--- src/rtl/pps_pkg.sv ---
package pps_pkg;
    localparam int ADDR_W = 10;
    localparam int DATA_W = 8;
    localparam int LANE_W = 3;
    localparam int IDX_W  = 4;

    localparam logic [ADDR_W-1:0] A_LANE = 10'h000;
    localparam logic [ADDR_W-1:0] A_PWR  = 10'h004;
    localparam logic [ADDR_W-1:0] A_DIG  = 10'h080;
    localparam logic [ADDR_W-1:0] A_LVDS = 10'h3AC;

    localparam logic [LANE_W-1:0] CLK_LANE = 3'd4;

    typedef enum logic [1:0] {K_RMW, K_WAIT, K_TIM} kind_e;

    typedef struct packed {
        kind_e             kind;
        logic [ADDR_W-1:0] addr;
        logic [DATA_W-1:0] mask;
        logic [DATA_W-1:0] val;
        logic              last;
    } step_t;

    // Unsupported counts fall back to a single lane.
    function automatic logic [LANE_W-1:0] eff_lanes(input logic [LANE_W-1:0] n);
        return (n >= 3'd1 && n <= 3'd4) ? n : 3'd1;
    endfunction

    function automatic logic [DATA_W-1:0] lane_bits(input logic [LANE_W-1:0] n);
        logic [DATA_W-1:0] m;
        m = 8'h44;
        if (n >= 3'd2) m = m | 8'h08;
        if (n >= 3'd3) m = m | 8'h10;
        if (n >= 3'd4) m = m | 8'h20;
        return m;
    endfunction

    function automatic step_t mk(input kind_e k, input logic [ADDR_W-1:0] a,
                                 input logic [DATA_W-1:0] m, input logic [DATA_W-1:0] v,
                                 input logic l);
        step_t s;
        s.kind = k;
        s.addr = a;
        s.mask = m;
        s.val  = v;
        s.last = l;
        return s;
    endfunction

    function automatic step_t up_step(input logic [IDX_W-1:0] i, input logic [DATA_W-1:0] en);
        case (i)
            4'd0:    return mk(K_RMW,  A_LANE, 8'h80, 8'h00, 1'b0);
            4'd1:    return mk(K_RMW,  A_LANE, 8'h03, 8'h01, 1'b0);
            4'd2:    return mk(K_RMW,  A_PWR,  8'h03, 8'h00, 1'b0);
            4'd3:    return mk(K_RMW,  A_LANE, en,    en,    1'b0);
            4'd4:    return mk(K_RMW,  A_PWR,  8'h04, 8'h04, 1'b0);
            4'd5:    return mk(K_WAIT, A_LANE, 8'h00, 8'h00, 1'b0);
            4'd6:    return mk(K_RMW,  A_PWR,  8'h04, 8'h00, 1'b0);
            4'd7:    return mk(K_RMW,  A_DIG,  8'h01, 8'h00, 1'b0);
            4'd8:    return mk(K_WAIT, A_LANE, 8'h00, 8'h00, 1'b0);
            4'd9:    return mk(K_RMW,  A_DIG,  8'h01, 8'h01, 1'b0);
            4'd10:   return mk(K_TIM,  A_LANE, 8'h00, 8'h00, 1'b0);
            default: return mk(K_WAIT, A_LANE, 8'h00, 8'h00, 1'b1);
        endcase
    endfunction

    function automatic step_t dn_step(input logic [IDX_W-1:0] i);
        case (i)
            4'd0:    return mk(K_RMW, A_LANE, 8'h7C, 8'h00, 1'b0);
            4'd1:    return mk(K_RMW, A_PWR,  8'h03, 8'h03, 1'b0);
            4'd2:    return mk(K_RMW, A_LANE, 8'h03, 8'h02, 1'b0);
            4'd3:    return mk(K_RMW, A_LANE, 8'h80, 8'h80, 1'b0);
            default: return mk(K_RMW, A_LVDS, 8'h01, 8'h01, 1'b1);
        endcase
    endfunction
endpackage

--- src/rtl/pps_timer.sv ---
module pps_timer #(
    parameter int CLK_PER_US = 50,
    parameter int HOLD_US    = 1
) (
    input  logic clk,
    input  logic rst_n,
    input  logic start,
    output logic expire
);
    localparam int PRE_W = (CLK_PER_US > 1) ? $clog2(CLK_PER_US) : 1;
    localparam int US_W  = (HOLD_US > 1) ? $clog2(HOLD_US) : 1;
    localparam logic [PRE_W-1:0] PRE_MAX = PRE_W'(CLK_PER_US - 1);
    localparam logic [US_W-1:0]  US_MAX  = US_W'(HOLD_US - 1);

    typedef struct packed {
        logic             active;
        logic [PRE_W-1:0] pre;
        logic [US_W-1:0]  us;
    } tmr_t;

    tmr_t q, d;

    always_comb begin
        d = q;
        if (start) begin
            d.active = 1'b1;
            d.pre    = '0;
            d.us     = '0;
        end else if (q.active) begin
            if (q.pre == PRE_MAX) begin
                d.pre = '0;
                if (q.us == US_MAX) d.active = 1'b0;
                else                d.us = q.us + 1'b1;
            end else begin
                d.pre = q.pre + 1'b1;
            end
        end
    end

    always_ff @(posedge clk or negedge rst_n) begin
        if (!rst_n) q <= '0;
        else        q <= d;
    end

    assign expire = q.active && (q.pre == PRE_MAX) && (q.us == US_MAX);

    AST_TMR_ONE_SHOT: assert property (@(posedge clk) disable iff (!rst_n)
        expire && !start |=> !expire);
endmodule

--- src/rtl/pps_rmw.sv ---
module pps_rmw
    import pps_pkg::*;
(
    input  logic              clk,
    input  logic              rst_n,
    input  logic              start,
    input  logic [ADDR_W-1:0] addr,
    input  logic [DATA_W-1:0] mask,
    input  logic [DATA_W-1:0] val,
    output logic              fin,
    output logic [ADDR_W-1:0] bus_addr,
    output logic              bus_rd,
    output logic              bus_wr,
    output logic [DATA_W-1:0] bus_wdata,
    input  logic [DATA_W-1:0] bus_rdata,
    input  logic              bus_ack
);
    typedef enum logic [1:0] {R_IDLE, R_RD, R_WR} rst_e;

    typedef struct packed {
        rst_e              st;
        logic [ADDR_W-1:0] addr;
        logic [DATA_W-1:0] mask;
        logic [DATA_W-1:0] val;
        logic [DATA_W-1:0] rd;
    } rmw_t;

    rmw_t q, d;

    always_comb begin
        d = q;
        case (q.st)
            R_IDLE: if (start) begin
                d.st   = R_RD;
                d.addr = addr;
                d.mask = mask;
                d.val  = val;
            end
            R_RD: if (bus_ack) begin
                d.rd = bus_rdata;
                d.st = R_WR;
            end
            R_WR: if (bus_ack) d.st = R_IDLE;
            default: d.st = R_IDLE;
        endcase
    end

    always_ff @(posedge clk or negedge rst_n) begin
        if (!rst_n) q <= '0;
        else        q <= d;
    end

    assign bus_addr  = q.addr;
    assign bus_rd    = (q.st == R_RD);
    assign bus_wr    = (q.st == R_WR);
    assign bus_wdata = (q.rd & ~q.mask) | (q.val & q.mask);
    assign fin       = (q.st == R_WR) && bus_ack;

    AST_NO_RD_WR_OVERLAP: assert property (@(posedge clk) disable iff (!rst_n)
        !(bus_rd && bus_wr));
    AST_RD_HELD: assert property (@(posedge clk) disable iff (!rst_n)
        bus_rd && !bus_ack |=> bus_rd);
    AST_WR_HELD: assert property (@(posedge clk) disable iff (!rst_n)
        bus_wr && !bus_ack |=> bus_wr);
    AST_ADDR_STABLE: assert property (@(posedge clk) disable iff (!rst_n)
        (bus_rd || bus_wr) && !bus_ack |=> $stable(bus_addr));
    AST_WR_AFTER_RD: assert property (@(posedge clk) disable iff (!rst_n)
        $rose(bus_wr) |-> $past(bus_rd) && $stable(bus_addr));
endmodule

--- src/rtl/pps_seq.sv ---
module pps_seq
    import pps_pkg::*;
(
    input  logic              clk,
    input  logic              rst_n,
    input  logic              pwr_up_req,
    input  logic              pwr_dn_req,
    input  logic [LANE_W-1:0] lane_cnt,
    output logic              busy,
    output logic              done,
    output logic              rmw_start,
    output logic [ADDR_W-1:0] rmw_addr,
    output logic [DATA_W-1:0] rmw_mask,
    output logic [DATA_W-1:0] rmw_val,
    input  logic              rmw_fin,
    output logic              tmr_start,
    input  logic              tmr_expire,
    output logic              tim_start,
    output logic [LANE_W-1:0] tim_lane,
    input  logic              tim_done
);
    typedef enum logic [2:0] {S_IDLE, S_FETCH, S_RMW, S_WAIT, S_TIM_GO, S_TIM_WAIT} st_e;

    typedef struct packed {
        st_e              st;
        logic [IDX_W-1:0] idx;
        logic             dn;
        logic [LANE_W-1:0] lanes;
        logic [LANE_W-1:0] lane;
        logic             pend;
        logic             busy;
        logic             done;
    } seq_t;

    seq_t  q, d;
    step_t cur;
    logic  step_end;

    always_comb begin
        d         = q;
        d.done    = 1'b0;
        rmw_start = 1'b0;
        tmr_start = 1'b0;
        step_end  = 1'b0;
        cur       = q.dn ? dn_step(q.idx) : up_step(q.idx, lane_bits(q.lanes));

        if (pwr_dn_req && q.busy && !q.dn) d.pend = 1'b1;

        case (q.st)
            S_IDLE: begin
                if (q.pend) begin
                    d.st   = S_FETCH;
                    d.dn   = 1'b1;
                    d.idx  = '0;
                    d.busy = 1'b1;
                    d.pend = 1'b0;
                end else if (pwr_up_req) begin
                    d.st    = S_FETCH;
                    d.dn    = 1'b0;
                    d.idx   = '0;
                    d.busy  = 1'b1;
                    d.lanes = eff_lanes(lane_cnt);
                    d.pend  = pwr_dn_req;
                end else if (pwr_dn_req) begin
                    d.st   = S_FETCH;
                    d.dn   = 1'b1;
                    d.idx  = '0;
                    d.busy = 1'b1;
                end
            end
            S_FETCH: begin
                case (cur.kind)
                    K_RMW: begin
                        rmw_start = 1'b1;
                        d.st      = S_RMW;
                    end
                    K_WAIT: begin
                        tmr_start = 1'b1;
                        d.st      = S_WAIT;
                    end
                    default: begin
                        d.lane = q.lanes - 3'd1;
                        d.st   = S_TIM_GO;
                    end
                endcase
            end
            S_RMW:    if (rmw_fin) step_end = 1'b1;
            S_WAIT:   if (tmr_expire) step_end = 1'b1;
            S_TIM_GO: d.st = S_TIM_WAIT;
            S_TIM_WAIT: begin
                if (tim_done) begin
                    if (q.lane == CLK_LANE) begin
                        step_end = 1'b1;
                    end else if (q.lane == '0) begin
                        d.lane = CLK_LANE;
                        d.st   = S_TIM_GO;
                    end else begin
                        d.lane = q.lane - 3'd1;
                        d.st   = S_TIM_GO;
                    end
                end
            end
            default: d.st = S_IDLE;
        endcase

        if (step_end) begin
            if (cur.last) begin
                d.st   = S_IDLE;
                d.busy = 1'b0;
                d.done = 1'b1;
            end else begin
                d.idx = q.idx + 1'b1;
                d.st  = S_FETCH;
            end
        end
    end

    always_ff @(posedge clk or negedge rst_n) begin
        if (!rst_n) q <= '0;
        else        q <= d;
    end

    assign busy      = q.busy;
    assign done      = q.done;
    assign rmw_addr  = cur.addr;
    assign rmw_mask  = cur.mask;
    assign rmw_val   = cur.val;
    assign tim_start = (q.st == S_TIM_GO);
    assign tim_lane  = q.lane;

    AST_DONE_PULSE: assert property (@(posedge clk) disable iff (!rst_n)
        done |=> !done);
    AST_DONE_NOT_BUSY: assert property (@(posedge clk) disable iff (!rst_n)
        done |-> !busy);
    AST_TIM_PULSE: assert property (@(posedge clk) disable iff (!rst_n)
        tim_start |=> !tim_start);
    AST_TIM_ONLY_BUSY: assert property (@(posedge clk) disable iff (!rst_n)
        tim_start |-> busy && (tim_lane <= CLK_LANE));
    AST_BUSY_FALLS_WITH_DONE: assert property (@(posedge clk) disable iff (!rst_n)
        $fell(busy) |-> done);
endmodule

--- src/rtl/phy_pwr_seq.sv ---
module phy_pwr_seq
    import pps_pkg::*;
#(
    parameter int CLK_PER_US = 50,
    parameter int HOLD_US    = 1
) (
    input  logic              clk,
    input  logic              rst_n,
    input  logic              pwr_up_req,
    input  logic              pwr_dn_req,
    input  logic [LANE_W-1:0] lane_cnt,
    output logic              busy,
    output logic              done,
    output logic [ADDR_W-1:0] bus_addr,
    output logic              bus_rd,
    output logic              bus_wr,
    output logic [DATA_W-1:0] bus_wdata,
    input  logic [DATA_W-1:0] bus_rdata,
    input  logic              bus_ack,
    output logic              tim_start,
    output logic [LANE_W-1:0] tim_lane,
    input  logic              tim_done
);
    logic              rmw_start, rmw_fin, tmr_start, tmr_expire;
    logic [ADDR_W-1:0] rmw_addr;
    logic [DATA_W-1:0] rmw_mask, rmw_val;

    pps_seq u_seq (
        .clk(clk), .rst_n(rst_n),
        .pwr_up_req(pwr_up_req), .pwr_dn_req(pwr_dn_req), .lane_cnt(lane_cnt),
        .busy(busy), .done(done),
        .rmw_start(rmw_start), .rmw_addr(rmw_addr), .rmw_mask(rmw_mask),
        .rmw_val(rmw_val), .rmw_fin(rmw_fin),
        .tmr_start(tmr_start), .tmr_expire(tmr_expire),
        .tim_start(tim_start), .tim_lane(tim_lane), .tim_done(tim_done)
    );

    pps_rmw u_rmw (
        .clk(clk), .rst_n(rst_n),
        .start(rmw_start), .addr(rmw_addr), .mask(rmw_mask), .val(rmw_val),
        .fin(rmw_fin),
        .bus_addr(bus_addr), .bus_rd(bus_rd), .bus_wr(bus_wr),
        .bus_wdata(bus_wdata), .bus_rdata(bus_rdata), .bus_ack(bus_ack)
    );

    pps_timer #(.CLK_PER_US(CLK_PER_US), .HOLD_US(HOLD_US)) u_timer (
        .clk(clk), .rst_n(rst_n), .start(tmr_start), .expire(tmr_expire)
    );
endmodule

--- config.mk ---
export PLATFORM = sky130hd
export DESIGN_NAME = phy_pwr_seq
export DESIGN_NICKNAME = d
export VERILOG_FILES = /design/src/rtl/pps_pkg.sv /design/src/rtl/pps_timer.sv /design/src/rtl/pps_rmw.sv /design/src/rtl/pps_seq.sv /design/src/rtl/phy_pwr_seq.sv
export SDC_FILE = /design/constraint.sdc
export NUM_CORES = 1
export LEC_CHECK = 0
export BUFFER_PORTS_ARGS = -buffer_cell sky130_fd_sc_hd__clkbuf_2
export CAP_MARGIN = 20
export CORE_MARGIN = 1.5
export CORE_UTILIZATION = 61
export CTS_CLUSTER_DIAMETER = 200
export DETAILED_ROUTE_END_ITERATION = 16
export PLACE_DENSITY = 0.84
export SETUP_SLACK_MARGIN = 0.3
export SYNTH_ARGS = -nofsm -noshare
export SYNTH_HDL_FRONTEND = slang
export SYNTH_SLANG_ARGS = --single-unit
--- constraint.sdc ---
create_clock -name clk -period 3.7 [get_ports clk]
set_input_delay 1.11 -clock clk [delete_from_list [all_inputs] [get_ports clk]]
set_output_delay 1.11 -clock clk [all_outputs]
set_load 0.05 [all_outputs]
==> results by group <==
CTS
  • Clock Path Buffers: 2
  • CTS Sinks: between 50 and 60
  • Post_cts resized: 0
  • Hold buffers post-CTS: 0
  • Root buf cell: clkbuf_8
  • # Post-CTS Setup Buffers: 0
  • Clk_lat worst skew: between 300 and 400 ps
  • H-tree levels: 2
  • CTS tree: yes
  • Inserted Clock Buffers: 5
  • Clock-pin slew on the worst setup and hold paths: 90 ps

Yosys
  • Post-synth EDFFs: 0
  • Post-synth top area share: 0.4499
  • Syn avg cell area: between 9 and 10 um^2
  • Most common flop cell mapped by yosys: dfrtp_1
  • Most frequent cell after synthesis: dfrtp_1
  • Sequential area share after synthesis: 0.4499
  • Main area contributors after synthesis: dfrtp_1, mux2_2, o21ai_0, nand2_1, ha_1
  • Most frequent cells after synthesis: dfrtp_1, nand2_1, o21ai_0
  • Synth cell types: 57
  • Syn Inst Count: 302
  • Async S/R FF share, synth: 1.000
  • Number of synthesized register bits: 53
  • Top cell type by total area after synthesis: dfrtp_1
  • Mapped cell area: 2948 um^2
  • Yosys warns: 0

Timing
  • Worst slew pin tran: 722.5 ps
  • Achievable frequency: 369.0 MHz
  • Count of pins over their slew limit: 0
  • Final worst-path cycle share: 0.7324
  • Setup tns final: 0 ps
  • Max_slew headroom: 0.5183
  • Final min period: 2710 ps
  • Final Setup Violations: 0
  • Hold_ws: 492.2 ps
  • RSZ-0062 raised after global routing: no
  • Clock skew: 11.30 ps
  • Hold Fails Final Rpt: 0

Critical path
  • R2R Setup Slk: 990 ps
  • Worst path max stage delay: 600 ps
  • Worst setup EP type: register
  • Worst EP required: 3900 ps
  • Setup CP Type: reg2reg
  • Critical path, cell by cell: inv_1, ha_1, nor4_4, a211oi_2, o21ai_2, buf_4, mux2_2
  • Slowest-stage cell, CP: o21ai_2
  • Worst-path maximum fanout: 21
  • Kind of start point of the critical path: register
  • Crit path DAT: between 2000 and 3000 ps

Global routing
  • Vias in the first global route: 2,100
  • Initial antenna violation count: 0
  • First-pass GRT wire length: 9549 um
  • Largest net degree at the start of global routing: 44
  • Gr usage total: 0.2320
  • GRT overflow: 0

Detailed routing
  • Drt total wl: 5690 um
  • Routed vias: 2,223
  • Routed len/inst: 14.82 um
  • 1st-iter DRT viols: 159
  • Via density per instance: 5.789
  • DRC violations left: 0
  • Post-route ant nets: 0
  • DRT Pass-1 Iters: 4

Cells and area
  • # fillers: between 300 and 400
  • Fin util: 0.6800
  • Area added between synthesis and finish: 8.234%
  • Nets: ~350
  • Share of cells above drive strength 1: 0.2545
  • Final std cells w/o fill: 384
  • Antenna Cells: 0

Power
  • Sw frac: 0.4663
  • Cell internal pwr: approximately 0.0013 W
  • NetSw: 0.001173 W
  • Max IR drop VDD: 349.8 uV
  • Pwr per Cell Area: 788.5 nW/um^2
  • Comb pwr share: 0.477
  • Clock power share: 0.136
  • LEAKAGE: 1.538 nW
  • Sequential share of power: 0.388

Job
  • Max-cap violations: 0

Place
  • Detailed placement HPWL: 4153 um
  • Cells after DPL: ~380
  • RD Place Congestion: 0.8767
  • # port buffers: 38

Die
  • Initial Utilization: 0.6283
  • Die H: around 73 um
  • Chip Width: between 70 and 80 um
  • I/O pin count: 43
  • Row count: 25
  • Die Area: about 5300 um^2
  • Core area: 4692 um^2

Min path
  • Hold crit path type: reg2reg

Status
  • Outcome: complete, no violations
## kinds of logic after synthesis
kind of cell	Yosys count	share of synthesized area
AOI/OAI and AO/OA	67	0.1418
xor gates and xnor gates	3	0.008915
adders and majority gates	8	0.03396
buffers and inverters	39	0.07215
DFF	53	0.4499
muxes	26	0.09678
other	1	0.001272
and+or+nand+nor	105	0.1952
## stage by stage
stage | total power (W) | setup WS (ps) | instance area [um^2]
2_1_floorplan | 0.001968 | 1444 | 2959
3_3_place_gp | 0.002134 | 1124 | 3075
3_5_place_dp | 0.002180 | 1030 | 3075
4_1_cts | 0.002524 | 1020 | 3171
5_1_grt | 0.002689 | 771.8 | 3191
6_report | 0.002516 | 989.9 | 3191
## path summary, 6_finish.rpt
| kind | startpoint | end | depth (start not counted) |
|---|---|---|---|
| max | u_seq.q[10] | u_rmw.bus_addr[7] | 7 |
| min | u_rmw.q[10] | u_rmw.q[10] | 2 |
| max reg2reg | u_seq.q[10] | u_rmw.bus_addr[7] | 7 |
| min reg2reg | u_rmw.q[10] | u_rmw.q[10] | 2 |
| max in group asynchronous | rst_n | u_rmw.q[16] | 3 |
| min in group asynchronous | rst_n | u_seq.tim_lane[2] | 1 |
## power by group through the flow
stage	Combinational [W]	Sequential [W]	Clock, W
2_1_floorplan	0.00105	0.000913	0
3_3_place_gp	0.00117	0.000968	0
5_1_grt	0.00131	0.00101	0.000375
4_1_cts	0.00120	0.000972	0.000350
6_report	0.00120	0.000975	0.000341
3_5_place_dp	0.00120	0.000981	0
## cells in the final DEF, fill, tap and decap left out, types with 5 or more instances in the layout
master	synthesis	routed
dfrtp_1	53	53
clkbuf_2	0	38
nand2_1	37	37
o21ai_0	29	29
nor2_1	21	21
mux2_2	20	20
a21oi_1	18	18
inv_1	15	15
ha_1	8	8
nor3_1	6	6
mux2i_1	6	6
nand3_1	6	6
nor2b_1	5	5
clkbuf_8	0	5
## critical path: cells and delay by family (launching register included)
kind | cells | cell delay, ps
AO/OA/AOI/OAI | 2 | 700
flip-flops | 1 | 430
buffers and inverters | 2 | 420
AND/OR/NAND/NOR | 1 | 370
adder cells (fa/ha/maj) | 1 | 340
multiplexers | 1 | 340
## metal layers
metal	wire, um	up-vias	track usage
li1	-	1091	-
met1	2580	1081	0.2981
met2	2853	42	0.3981
met3	151	9	0.03750
met4	105	0	0.08176
met5	0	-	0
## state kept, by name, summed over array words and instances (netlist names)
| signal | cells |
|---|---|
| u_seq.busy | 1 |
| u_rmw.bus_addr | 3 |
| u_rmw.q | 26 |
| u_seq.done | 1 |
| u_seq.q | 12 |
| u_timer.q | 7 |
| u_seq.tim_lane | 3 |
## area by class of cell
type                    count  area (um^2)  share of cell area
inverters                  15        56.30             0.01765
well taps                  54        67.56             0.02118
flip-flops and latches     53         1326              0.4157
clock buffers               5        68.82             0.02157
clock inverters             3        26.28            0.008235
multi-input cells         213         1420              0.4451
repair buffers             41        225.2             0.07059
Power figures use the tool's default switching activity.
